**config.mk**
```make
export PLATFORM = sky130hd
export DESIGN_NAME = seu_compare_rig
export DESIGN_NICKNAME = d
export VERILOG_FILES = /design/src/rtl/scr_pkg.sv /design/src/rtl/scr_stream_gen.sv /design/src/rtl/scr_fault_gen.sv /design/src/rtl/scr_sat_ctr.sv /design/src/rtl/seu_compare_rig.sv
export SDC_FILE = /design/constraint.sdc
export NUM_CORES = 1
export LEC_CHECK = 0
export ABC_AREA = 1
export ABC_CLOCK_PERIOD_IN_PS = 4300
export BUFFER_PORTS_ARGS = -buffer_cell sky130_fd_sc_hd__buf_2
export CAP_MARGIN = 5
export CORE_MARGIN = 5
export CORE_UTILIZATION = 50
export DETAILED_ROUTE_END_ITERATION = 10
export PLACE_DENSITY = 0.7
export SLEW_MARGIN = 40
export SYNTH_ARGS = -nofsm -noshare
export SYNTH_HDL_FRONTEND = slang
export SYNTH_HIERARCHICAL = 1
export SYNTH_SLANG_ARGS = --single-unit
```
**constraint.sdc**
```tcl
create_clock -name clk -period 4.3 [get_ports clk]
set_input_delay 0.43 -clock clk [delete_from_list [all_inputs] [get_ports clk]]
set_output_delay 0.43 -clock clk [all_outputs]
set_load 0.005 [all_outputs]
```
**src/rtl/scr_pkg.sv**
```systemverilog
package scr_pkg;
    localparam int FAULT_LANES = 16;
    localparam int LANE_W      = 4;
    localparam logic [15:0] LFSR_SEED = 16'hACE1;
    localparam logic [15:0] MIN_GAP   = 16'd8;

    typedef enum logic {FRAME_KEY = 1'b0, FRAME_NEAR = 1'b1} frame_kind_e;

    typedef struct packed {
        logic              fire;
        logic [LANE_W-1:0] lane;
    } fault_evt_t;

    function automatic logic [15:0] lfsr_step(input logic [15:0] s);
        return {s[14:0], s[15] ^ s[13] ^ s[12] ^ s[10]};
    endfunction

    function automatic logic [16:0] gap_eff(input logic [15:0] req, input logic [15:0] dflt);
        if (req == 16'd0)       return {1'b0, dflt};
        else if (req < MIN_GAP) return {1'b0, MIN_GAP};
        else                    return {1'b0, req};
    endfunction
endpackage

```
**src/rtl/scr_stream_gen.sv**
```systemverilog
module scr_stream_gen
    import scr_pkg::*;
#(
    parameter int          PAT_W = 16,
    parameter logic [15:0] KEY   = 16'hB38E
) (
    input  logic clk,
    input  logic rst,
    input  logic en,
    output logic bit_o
);
    localparam int IDX_W = $clog2(PAT_W);
    localparam logic [IDX_W-1:0] LAST = IDX_W'(PAT_W - 1);

    logic [IDX_W-1:0] bit_idx, rot;
    frame_kind_e      kind;
    logic [PAT_W-1:0] frame;

    always_comb begin
        frame = KEY[PAT_W-1:0];
        if (kind == FRAME_NEAR) frame = frame ^ (PAT_W'(1) << rot);
    end

    always_ff @(posedge clk) begin
        if (rst) begin
            bit_idx <= '0;
            rot     <= '0;
            kind    <= FRAME_KEY;
            bit_o   <= 1'b0;
        end else if (en) begin
            bit_o <= frame[LAST - bit_idx];
            if (bit_idx == LAST) begin
                bit_idx <= '0;
                if (kind == FRAME_NEAR) begin
                    kind <= FRAME_KEY;
                    rot  <= (rot == LAST) ? '0 : rot + 1'b1;
                end else begin
                    kind <= FRAME_NEAR;
                end
            end else begin
                bit_idx <= bit_idx + 1'b1;
            end
        end
    end
endmodule

```
**src/rtl/scr_fault_gen.sv**
```systemverilog
module scr_fault_gen
    import scr_pkg::*;
#(
    parameter logic [15:0] DEF_GAP = 16'd199
) (
    input  logic        clk,
    input  logic        rst,
    input  logic        en,
    input  logic [15:0] gap_sel,
    output fault_evt_t  evt
);
    logic [15:0] lfsr;
    logic [16:0] timer, eff, jit, reload;
    logic        plus;

    always_comb begin
        eff    = gap_eff(gap_sel, DEF_GAP);
        jit    = {14'd0, lfsr[2:0]};
        reload = plus ? eff + jit : eff - jit;
        evt.fire = en && (timer <= 17'd1);
        evt.lane = lfsr[7:4];
    end

    always_ff @(posedge clk) begin
        if (rst) begin
            lfsr  <= LFSR_SEED;
            timer <= {1'b0, DEF_GAP};
            plus  <= 1'b1;
        end else if (en) begin
            lfsr <= lfsr_step(lfsr);
            if (evt.fire) begin
                timer <= reload;
                plus  <= ~plus;
            end else begin
                timer <= timer - 17'd1;
            end
        end
    end
endmodule

```
**src/rtl/scr_sat_ctr.sv**
```systemverilog
module scr_sat_ctr #(
    parameter int CNT_W = 16
) (
    input  logic             clk,
    input  logic             rst,
    input  logic             bump,
    output logic [CNT_W-1:0] count
);
    localparam logic [CNT_W-1:0] TOP = '1;

    always_ff @(posedge clk) begin
        if (rst)                       count <= '0;
        else if (bump && count != TOP) count <= count + 1'b1;
    end
endmodule

```
**src/rtl/seu_compare_rig.sv**
```systemverilog
module seu_compare_rig
    import scr_pkg::*;
#(
    parameter int          CNT_W   = 16,
    parameter int          DUT_W   = 8,
    parameter int          PAT_W   = 16,
    parameter logic [15:0] KEY     = 16'hB38E,
    parameter logic [15:0] DEF_GAP = 16'd199
) (
    input  logic                   clk,
    input  logic                   rst,
    input  logic                   en,
    input  logic [15:0]            gap_sel,
    input  logic                   post_reg_mode,
    input  logic                   ref_hit,
    input  logic                   dut_hit,
    output logic                   stream_bit,
    output logic [FAULT_LANES-1:0] flip_pre,
    output logic [FAULT_LANES-1:0] flip_post,
    output logic [CNT_W-1:0]       miss_count,
    output logic [CNT_W-1:0]       false_count
);
    fault_evt_t             evt;
    logic [FAULT_LANES-1:0] lane_hit;
    logic                   miss_ev, false_ev;

    scr_stream_gen #(.PAT_W(PAT_W), .KEY(KEY)) u_stream (
        .clk(clk), .rst(rst), .en(en), .bit_o(stream_bit)
    );

    scr_fault_gen #(.DEF_GAP(DEF_GAP)) u_fault (
        .clk(clk), .rst(rst), .en(en), .gap_sel(gap_sel), .evt(evt)
    );

    for (genvar i = 0; i < FAULT_LANES; i++) begin : g_lane
        if (i < DUT_W) begin : g_live
            assign lane_hit[i] = evt.fire && (evt.lane == LANE_W'(i));
        end else begin : g_dead
            assign lane_hit[i] = 1'b0;
        end
    end

    always_ff @(posedge clk) begin
        if (rst || !en) begin
            flip_pre  <= '0;
            flip_post <= '0;
        end else begin
            flip_pre  <= post_reg_mode ? '0 : lane_hit;
            flip_post <= post_reg_mode ? lane_hit : '0;
        end
    end

    assign miss_ev  = en && ref_hit && !dut_hit;
    assign false_ev = en && dut_hit && !ref_hit;

    scr_sat_ctr #(.CNT_W(CNT_W)) u_miss (
        .clk(clk), .rst(rst), .bump(miss_ev), .count(miss_count)
    );
    scr_sat_ctr #(.CNT_W(CNT_W)) u_false (
        .clk(clk), .rst(rst), .bump(false_ev), .count(false_count)
    );
endmodule

```
* After elaboration in Yosys (flattened, before gate mapping) *
Cells that the tools add are included.

operators by class
  bitwise logic cells = 6
  equality and inequality tests = 11
  muxes and demuxes = 10
  shifts and indexed selects = 1
  $add $sub $neg = 8
  $lt $le $gt $ge = 3
  reductions and logical operators = 26

operator list
  operator                                                                           count
  17-bit two-way mux                                                                 3
  16-bit by 1-bit adder with 16-bit output, second input constant                    2
  16-bit two-way mux                                                                 2
  16-bit inequality test, second input constant                                      2
  17-bit by 3-bit adder with 17-bit output                                           1
  17-bit by 1-bit less-or-equal comparator with 1-bit output, second input constant  1
  17-bit by 1-bit subtractor with 17-bit output, second input constant               1
  17-bit by 3-bit subtractor with 17-bit output                                      1
  4-bit by 3-bit equality test with 1-bit output, second input constant              4
  16-bit zero test                                                                   1
  16-bit by 4-bit less-than comparator with 1-bit output, second input constant      1
  1-bit by 4-bit << shifter with 16-bit output, first input constant                 1
  1-bit logical AND                                                                  15
  9-bit NOT                                                                          1
  4-bit by 1-bit adder with 4-bit output, second input constant                      2
  4-bit by 2-bit equality test with 1-bit output, second input constant              2
  4-bit equality test, second input constant                                         2
  4-bit two-way mux                                                                  2
  4-bit by 5-bit less-than comparator with 1-bit output, second input constant       1
  1-bit binary-select mux with 4-bit select                                          1
  4-bit by 1-bit equality test with 1-bit output, second input constant              1
  4-bit zero test                                                                    1
  2-bit AND reduction                                                                2
  2-bit OR reduction                                                                 2
  other kinds (7)                                                                    13

word-level totals
  bits in registers = 108
  input port bits = 22
  output and inout bits = 65
  logic and storage cells = 78

* Longest topological paths before layout *
Gate-level depths: netlist of the first run.

  word-level depth = 6
  mapped depth = 18
  mapped depth without buffers = 18

* By module *
Netlist of the first run, hierarchy kept.

modules (own cells, without submodules)
  module           seq. area each (sq um)  cells each  area each (sq um)  instances
  scr_fault_gen    680.7                   465         2890.3             1
  scr_sat_ctr      320.3                   149         929.6              2
  scr_stream_gen   200.2                   116         740.7              1
  seu_compare_rig  320.3                   75          626.9              1

* Least setup slack after synthesis of the first run *
Ideal clock, no wire load.

  path type = input port to flip-flop
  from = input port gap_sel[10]
  to = register u_fault.timer[16]
  arrival = 2.592 ns
  path buffers = 0
  setup time = 0.071 ns
  required time = 4.229 ns
  slack = 1.638 ns
  stages on the path = 17
  cells stage by stage = nor4_1 nand2_1 nor3_1 nand4_1 o21ai_0 inv_1 ha_1 or2_2 nand3_1 nand2_1 nand2_1 nand2_1 nand2_1 nand2_1 nand2_1 nand3_1 a21oi_1

between the ends
  cells in the longest elaborated chain, start to end = 6
  elaborated cells between the ends (all ways) = 8
  those cells by class = 2 x add/sub; 1 x order compare; 4 x mux; 1 x reduce/logical

ends and longest elaborated chain
  what                                                                                                       line                   text
  start: declaration                                                                                         seu_compare_rig.sv:13  input logic [15:0] gap_sel,
  16-bit by 4-bit less-than comparator with 1-bit output                                                     scr_pkg.sv:20          else if (req < MIN_GAP) return {1'b0, MIN_GAP};
  16-bit two-way mux                                                                                         scr_pkg.sv:20
  17-bit two-way mux (*)                                                                                     scr_pkg.sv:19          if (req == 16'd0) return {1'b0, dflt};
  17-bit by 3-bit subtractor with 17-bit output or 17-bit by 3-bit adder with 17-bit output (tied branches)  scr_fault_gen.sv:19    reload = plus ? eff + jit : eff - jit;
  17-bit two-way mux (*)                                                                                     scr_fault_gen.sv:19
  17-bit two-way mux (*)                                                                                     scr_fault_gen.sv:31    if (evt.fire) begin
  end signal: assignment                                                                                     scr_fault_gen.sv:27    timer <= {1'b0, DEF_GAP};
  end signal: assignment                                                                                     scr_fault_gen.sv:32    timer <= reload;
  end signal: assignment                                                                                     scr_fault_gen.sv:35    timer <= timer - 17'd1;
  end: declaration                                                                                           scr_fault_gen.sv:13    logic [16:0] timer, eff, jit, reload;

Mark *: on every way between the ends. The rest lies on a longest branch, timed or not.
A chain may end at the register's enable or synchronous reset.

* Final worst setup path of the first run *
  from = register u_fault.lfsr[0]
  to = register u_fault.timer[11]

between the ends
  cells in the longest elaborated chain, start to end = 3
  elaborated cells between the ends (all ways) = 4
  those cells by class = 2 x add/sub; 2 x mux

ends and longest elaborated chain
  what                                                                                                       line                 text
  start: declaration                                                                                         scr_fault_gen.sv:12  logic [15:0] lfsr;
  start signal: assignment                                                                                   scr_fault_gen.sv:30  lfsr <= lfsr_step(lfsr);
  17-bit by 3-bit subtractor with 17-bit output or 17-bit by 3-bit adder with 17-bit output (tied branches)  scr_fault_gen.sv:19
  17-bit two-way mux (*)                                                                                     scr_fault_gen.sv:19
  17-bit two-way mux (*)                                                                                     scr_fault_gen.sv:31

Marked as above.

==> flow_metrics.env, run 1 <==
export IMPL_synth_area_per_cell_um2=6.41
export IMPL_gp_congestion=0.863
export IMPL_worst_slew_pin_slew_ps=735
export IMPL_postCtsSetupBuffers=0
export IMPL_final_area_um2=6700
export IMPL_setup_tns_ps=0
export IMPL_drc=0
export IMPL_finalCritPeriodShare_pct=66.4
export IMPL_n_antenna_cell=0
export IMPL_cts_resized=0
export IMPL_avgViaCountPerCell=5.07
export IMPL_vias=5846
export IMPL_die_area_um2=14500
export IMPL_dpl_hpwl_um=10000
export IMPL_skew_ps=8.22
export IMPL_synth_enable_flop_cells=0
export IMPL_io_buffers=70
export IMPL_power_w=0.00185
export IMPL_placed_cell_area_um2=6420
export IMPL_initial_core_util_pct=50.9
export IMPL_crit_path_start="u_fault/lfsr[0]$_SDFFE_PP1P_"
export IMPL_r2r_end="u_fault/timer[11]$_SDFFE_PP0P_"
export IMPL_fp_dieH_um=121
export IMPL_fin_nets=1055
export IMPL_cp_endpoint="u_fault/timer[11]$_SDFFE_PP0P_"
export IMPL_reg2reg_slack_ps=1450
export IMPL_syn_inst=954
export IMPL_n_fill_cell=1237
export IMPL_synthToLayoutAreaGrowth_pct=9.59
export IMPL_worstPathArrival_ps=3080
export IMPL_yosysWarnings=6
export IMPL_finalHoldViolCount=0
export IMPL_met3_usage_pct=3.93
export IMPL_setup_worst_path_class="register to register"
export IMPL_drt_pass1_iterations=5
export IMPL_switching_share_pct=26.0
export IMPL_cts_root_buf="clkbuf_16"
export IMPL_antenna_found_initial=0
export IMPL_placed_cells=1139
export IMPL_seq_power_share_pct=48.6
export IMPL_ys_ff_latch=92
export IMPL_r2r_start="u_fault/lfsr[0]$_SDFFE_PP1P_"
export IMPL_globalRouteMet1Util_pct=24.5
export IMPL_synthArstFlopShare_pct=0
export IMPL_leakage_nw=3.20
export IMPL_cp_required_ps=4520
export IMPL_grt_busiest_layer="met2"
export IMPL_min_from="post_reg_mode"
export IMPL_combPwrFrac_pct=10.6
export IMPL_p_int_w=0.00137
export IMPL_grt_total_usage_pct=18.4
export IMPL_met2_usage_pct=29.2
export IMPL_die_w_um=121
export IMPL_drive_gt1_share_pct=14.5
export IMPL_placementRows=40
export IMPL_status="complete, no violations"
export IMPL_clk_latency_ps=340
export IMPL_coreArea_um2=12000
export IMPL_clk_pin_slew_ps=70
export IMPL_htree_num_levels=3
export IMPL_synthesis_area_um2=6120
export IMPL_cts_tree="built"
export IMPL_cp_start_kind="register"
export IMPL_wl_per_cell_um=11.6
export IMPL_ant_nets=0
export IMPL_r2r_cells=12
export IMPL_hold_class="primary input to register"
export IMPL_end_kind="register"
export IMPL_max_slew_margin_pct=50.7
export IMPL_clock_fmax_mhz=350
export IMPL_clock_path_buffers=2
export IMPL_synth_seq_area_share_pct=30.1
export IMPL_cts_hold_buf=0
export IMPL_cellPowerDensity_nw_per_um2=276
export IMPL_grt_overflow_total=0
export IMPL_initialDrtViolationCount=442
export IMPL_slew_viol_final=0
export IMPL_min_period_ps=2850
export IMPL_grt_setup_unrepaired="no"
export IMPL_yosysUniqueCellTypes=47
export IMPL_p_switching_w=0.000482
export IMPL_ir_drop_mv=0.159
export IMPL_cts_made_buffers=9
export IMPL_drv_cap=0
export IMPL_ys_flop_type="dfxtp_1"
export IMPL_power_frac_clock_pct=40.8
export IMPL_fin_cells=1154
export IMPL_grt_pass1_vias=5047
export IMPL_critPathMaxFanout=8
export IMPL_setup_viol=0
export IMPL_grt_max_degree=31
export IMPL_cts_sinks=92
export IMPL_grt_pass1_wl_um=22500
export IMPL_io_pins=87
export IMPL_wl_um=13300
==> power by group through the flow <==
stage          Sequential [W]  Combinational [W]  Clock [W]
2_1_floorplan        0.000911           0.000172          0
3_3_place_gp         0.000920           0.000195          0
3_5_place_dp         0.000919           0.000197          0
4_1_cts              0.000900           0.000198   0.000780
5_1_grt              0.000903           0.000229   0.000819
6_report             0.000901           0.000197   0.000755
==> layout by cell type, fill, tap and decap left out, types with 2 or more instances in the layout <==
cell type   instances
a31oi_1             3
o21ai_1             2
o21ai_0            35
xor2_1              9
nor2_8              2
conb_1             16
inv_1              87
buf_4               2
nand4_1            10
xnor2_1             6
inv_2               2
clkinvlp_4          2
nor4_1              2
nand2_1           245
buf_2              70
nand3_2             6
o21bai_1            3
clkbuf_16           9
ha_1               29
or2_2               3
or2_0               2
nand3_1            73
a21oi_1            70
nor2_4              5
dfxtp_1            92
nor2_1            157
clkbuf_8            2
nor3_1             11
nor2_2             26
nand2_2             8
==> synthesized netlist by cell type (2+ instances only) <==
library cell	n	area (um^2)
nor3_1	11	55.1
nand3_2	6	60.1
inv_1	87	327
nor4_1	2	12.5
o21ai_1	2	10.0
nand4_1	10	62.6
nor2_1	157	589
dfxtp_1	92	1840
nand2_2	8	50.1
inv_2	2	7.51
nor2_8	2	40.0
a31oi_1	3	18.8
buf_2	5	25.0
or2_2	3	18.8
ha_1	29	363
a21oi_1	70	350
nor2_4	5	56.3
buf_4	20	150
o21bai_1	3	22.5
nand3_1	73	365
buf_6	2	22.5
nand2_1	245	920
clkbuf_4	2	15.0
xor2_1	9	78.8
o21ai_0	35	175
or2_0	2	12.5
nor2_2	26	163
clkbuf_1	19	71.3
xnor2_1	6	52.6
==> critical path: stages, from the launching register on <==
cell and delay, ps:
dfxtp_1 340, inv_1 80, ha_1 210, ha_1 170
nor2_1 510, ha_1 390, a21oi_1 250, nor2_1 70
nor2_1 160, nand2_1 110, a21oi_1 190, xor2_1 170
a21oi_1 80
==> flip-flops by register name (all words and copies together) (netlist names) <==
name and cells:
flip_post 8, u_stream/kind 1, u_stream/bit_idx 4, u_fault/timer 17, u_stream/bit_o 1, flip_pre 8, u_false/count 16, u_miss/count 16
u_fault/plus 1, u_stream/rot 4, u_fault/lfsr 16
==> metal layers <==
metal | routed length, um | vias to the layer above
met1 | 6390 | 2586
li1 | - | 3109
met3 | 778 | 19
met5 | 0 | -
met2 | 5960 | 132
met4 | 208 | 0
==> cell families after synthesis <==
family          Yosys count  share of synthesized area (%)
other cells               1                         0.0613
simple gates            554                           40.1
flops                    92                           30.1
xor+xnor                 15                           2.15
fa+ha+maj                30                           6.26
compound gates          123                           10.8
buf+inv                 139                           10.5
==> worst min path at each step <==
stage,to,cells past startpoint
floorplan,u_fault/lfsr[11]$_SDFFE_PP1P_,2
global placement,u_fault/lfsr[15]$_SDFFE_PP1P_,2
detailed placement,u_fault/lfsr[11]$_SDFFE_PP1P_,2
CTS,flip_post[0]$_SDFF_PP0_,3
global route,flip_post[5]$_SDFF_PP0_,3
finish,flip_post[0]$_SDFF_PP0_,3
==> per-stage QoR <==
stage | setup WS (ps) | hold slack [ps] | util [%]
after global routing | 1080 | 463 | 55.8
after CTS | 1430 | 442 | 55.8
after floorplan | 1640 | 430 | -
after detailed placement | 1130 | 452 | 53.4
final | 1450 | 450 | 55.8
after global placement | 1190 | 445 | 53.4
==> final cells by class <==
type	instances	area (um^2)	area share [%]
clock buffer	11	253	3.77
tap	147	184	2.74
clock inverter	4	32.5	0.485
timing repair buffer	72	365	5.45
inverter	90	340	5.08
sequential	92	1840	27.5
multi-input combinational	738	3690	55.0
(Power assumes the default switching activity.)
==> run 2, diff against run 1 <==
--- a/config.mk
+++ b/config.mk
@@ -6,13 +6,13 @@
 export NUM_CORES = 1
 export LEC_CHECK = 0
 export ABC_AREA = 1
-export ABC_CLOCK_PERIOD_IN_PS = 4300
+export ABC_CLOCK_PERIOD_IN_PS = 2400
 export BUFFER_PORTS_ARGS = -buffer_cell sky130_fd_sc_hd__buf_2
 export CAP_MARGIN = 5
 export CORE_MARGIN = 5
 export CORE_UTILIZATION = 50
 export DETAILED_ROUTE_END_ITERATION = 10
-export PLACE_DENSITY = 0.7
+export PLACE_DENSITY = 0.73
 export SLEW_MARGIN = 40
 export SYNTH_ARGS = -nofsm -noshare
 export SYNTH_HDL_FRONTEND = slang
==> constraint.sdc (replaced) <==
create_clock -name clk -period 2.4 [get_ports clk]
set_input_delay 0.24 -clock clk [delete_from_list [all_inputs] [get_ports clk]]
set_output_delay 0.24 -clock clk [all_outputs]
set_load 0.005 [all_outputs]
==> flow_metrics.env, run 2 (same netlist as run 1, synthesis figures left out) <==
export IMPL_hold_class="primary input to register"
export IMPL_wl_per_cell_um=12.3
export IMPL_r2r_start="u_fault/lfsr[0]$_SDFFE_PP1P_"
export IMPL_gp_congestion=0.858
export IMPL_htree_num_levels=3
export IMPL_switching_share_pct=25.4
export IMPL_worstPathArrival_ps=2640
export IMPL_cts_tree="built"
export IMPL_failed_checks="setup timing"
export IMPL_wl_um=14800
export IMPL_io_buffers=70
export IMPL_grt_pass1_wl_um=23400
export IMPL_p_int_w=0.00265
export IMPL_critPathMaxFanout=5
export IMPL_crit_path_start="gap_sel[11]"
export IMPL_cp_required_ps=2630
export IMPL_power_w=0.00355
export IMPL_leakage_nw=3.53
export IMPL_fin_util_pct=62.2
export IMPL_drt_pass1_iterations=5
export IMPL_fp_dieH_um=121
export IMPL_antenna_found_initial=0
export IMPL_cp_start_kind="primary input"
export IMPL_initialDrtViolationCount=440
export IMPL_worst_slew_pin_slew_ps=599
export IMPL_max_slew_margin_pct=60.0
export IMPL_fin_cells=1201
export IMPL_setup_worst_path_class="primary input to register"
export IMPL_cts_hold_buf=0
export IMPL_seq_power_share_pct=45.4
export IMPL_die_w_um=121
export IMPL_clock_fmax_mhz=414
export IMPL_p_switching_w=0.000902
export IMPL_clock_path_buffers=2
export IMPL_die_area_um2=14500
export IMPL_cellPowerDensity_nw_per_um2=476
export IMPL_coreArea_um2=12000
export IMPL_fin_ws_ps=-13.2
export IMPL_most_common_layout_cells="nand2_1 (224), nor2_1 (152), dfxtp_1 (90), inv_1 (84)"
export IMPL_cts_sinks=92
export IMPL_mostFrequentLayoutCell="nand2_1"
export IMPL_clk_latency_ps=350
export IMPL_cts_root_buf="clkbuf_16"
export IMPL_setup_tns_ps=-13.2
export IMPL_min_period_ps=2410
export IMPL_avgViaCountPerCell=5.11
export IMPL_synthToLayoutAreaGrowth_pct=22.0
export IMPL_ir_drop_mv=0.342
export IMPL_fin_nets=1102
export IMPL_power_frac_clock_pct=41.4
export IMPL_slew_viol_final=0
export IMPL_combPwrFrac_pct=13.1
export IMPL_pre_cts_ws_ps=-395
export IMPL_initial_core_util_pct=50.9
export IMPL_largest_reg_flops=17
export IMPL_grt_max_degree=36
export IMPL_clk_pin_slew_ps=60
export IMPL_regMostFlops="u_fault/timer"
export IMPL_grt_total_usage_pct=19.1
export IMPL_grt_pass1_vias=5422
export IMPL_drive_gt1_share_pct=24.8
export IMPL_vias=6135
export IMPL_ant_nets=0
export IMPL_dpl_hpwl_um=10600
export IMPL_io_pins=87
export IMPL_drc=0
export IMPL_placed_cells=1174
export IMPL_n_antenna_cell=0
export IMPL_setup_viol=1
export IMPL_grt_setup_unrepaired="yes"
export IMPL_end_kind="register"
export IMPL_finalCritPeriodShare_pct=101
export IMPL_placementRows=40
export IMPL_grt_overflow_total=0
export IMPL_cts_made_buffers=9
export IMPL_skew_ps=9.86
export IMPL_status="finished with violations"
export IMPL_drv_cap=0
export IMPL_min_from="post_reg_mode"
export IMPL_finalHoldViolCount=0
## run 2: critical path: stages
cell and delay (ps):
buf_2 110, nor4_2 320, nand2_2 130, nor3_4 260, nand4_1 200, o21ai_1 150, ha_2 220, fa_2 220
nand2_2 50, nand2_2 80, nand3_2 100, nand2_4 120, nand2_4 60, nand2_2 60, nand2_1 50, nand2_1 70
nand2_1 60, nand3_2 70, a21oi_2 50
## run 2: power by group through the flow
stage	sequential, W	clock, W	combinational (W)
after global routing	0.00162	0.00156	0.000528
after global placement	0.00165	0	0.000394
after floorplan	0.00163	0	0.000309
after CTS	0.00161	0.00151	0.000402
final	0.00162	0.00147	0.000467
after detailed placement	0.00165	0	0.000400
## run 2: cell type report
cell class,count,area [um^2]
fill,1109,4550
multi-input combinational,738,4040
sequential,92,1840
timing repair buffer,119,744
inverter,90,340
clock buffer,12,267
tap,147,184
clock inverter,3,43.8
## run 2: per-stage QoR
stage,hold slack (ps),area (um^2)
floorplan,340,6180
global placement,441,6690
detailed placement,461,6690
CTS,235,7000
global route,251,7470
finish,249,7470
## run 2: what timing repair did
item                       4_1_cts  5_1_grt
buffers inserted                 0       12
resized for setup                1       98
pin swaps                        2       36
setup endpoints to repair        2       14
## run 2: final timing paths
check	to	slack, ps	cells past startpoint
min reg2reg	u_fault/lfsr[15]$_SDFFE_PP1P_	480	2
max	u_fault/timer[16]$_SDFFE_PP0P_	-10	19
min	flip_post[1]$_SDFF_PP0_	250	3
max reg2reg	u_fault/timer[16]$_SDFFE_PP0P_	20	15
## run 2: metal layers
metal | global-route usage [%] | wire length (um) | share of wire [%] | up-vias
li1 | - | - | - | 3213
met1 | 23.6 | 6560 | 44 | 2742
met2 | 33.2 | 7230 | 49 | 157
met3 | 3.60 | 723 | 4.9 | 23
met4 | 6.59 | 260 | 1.8 | 0
met5 | 0 | 0 | 0 | -
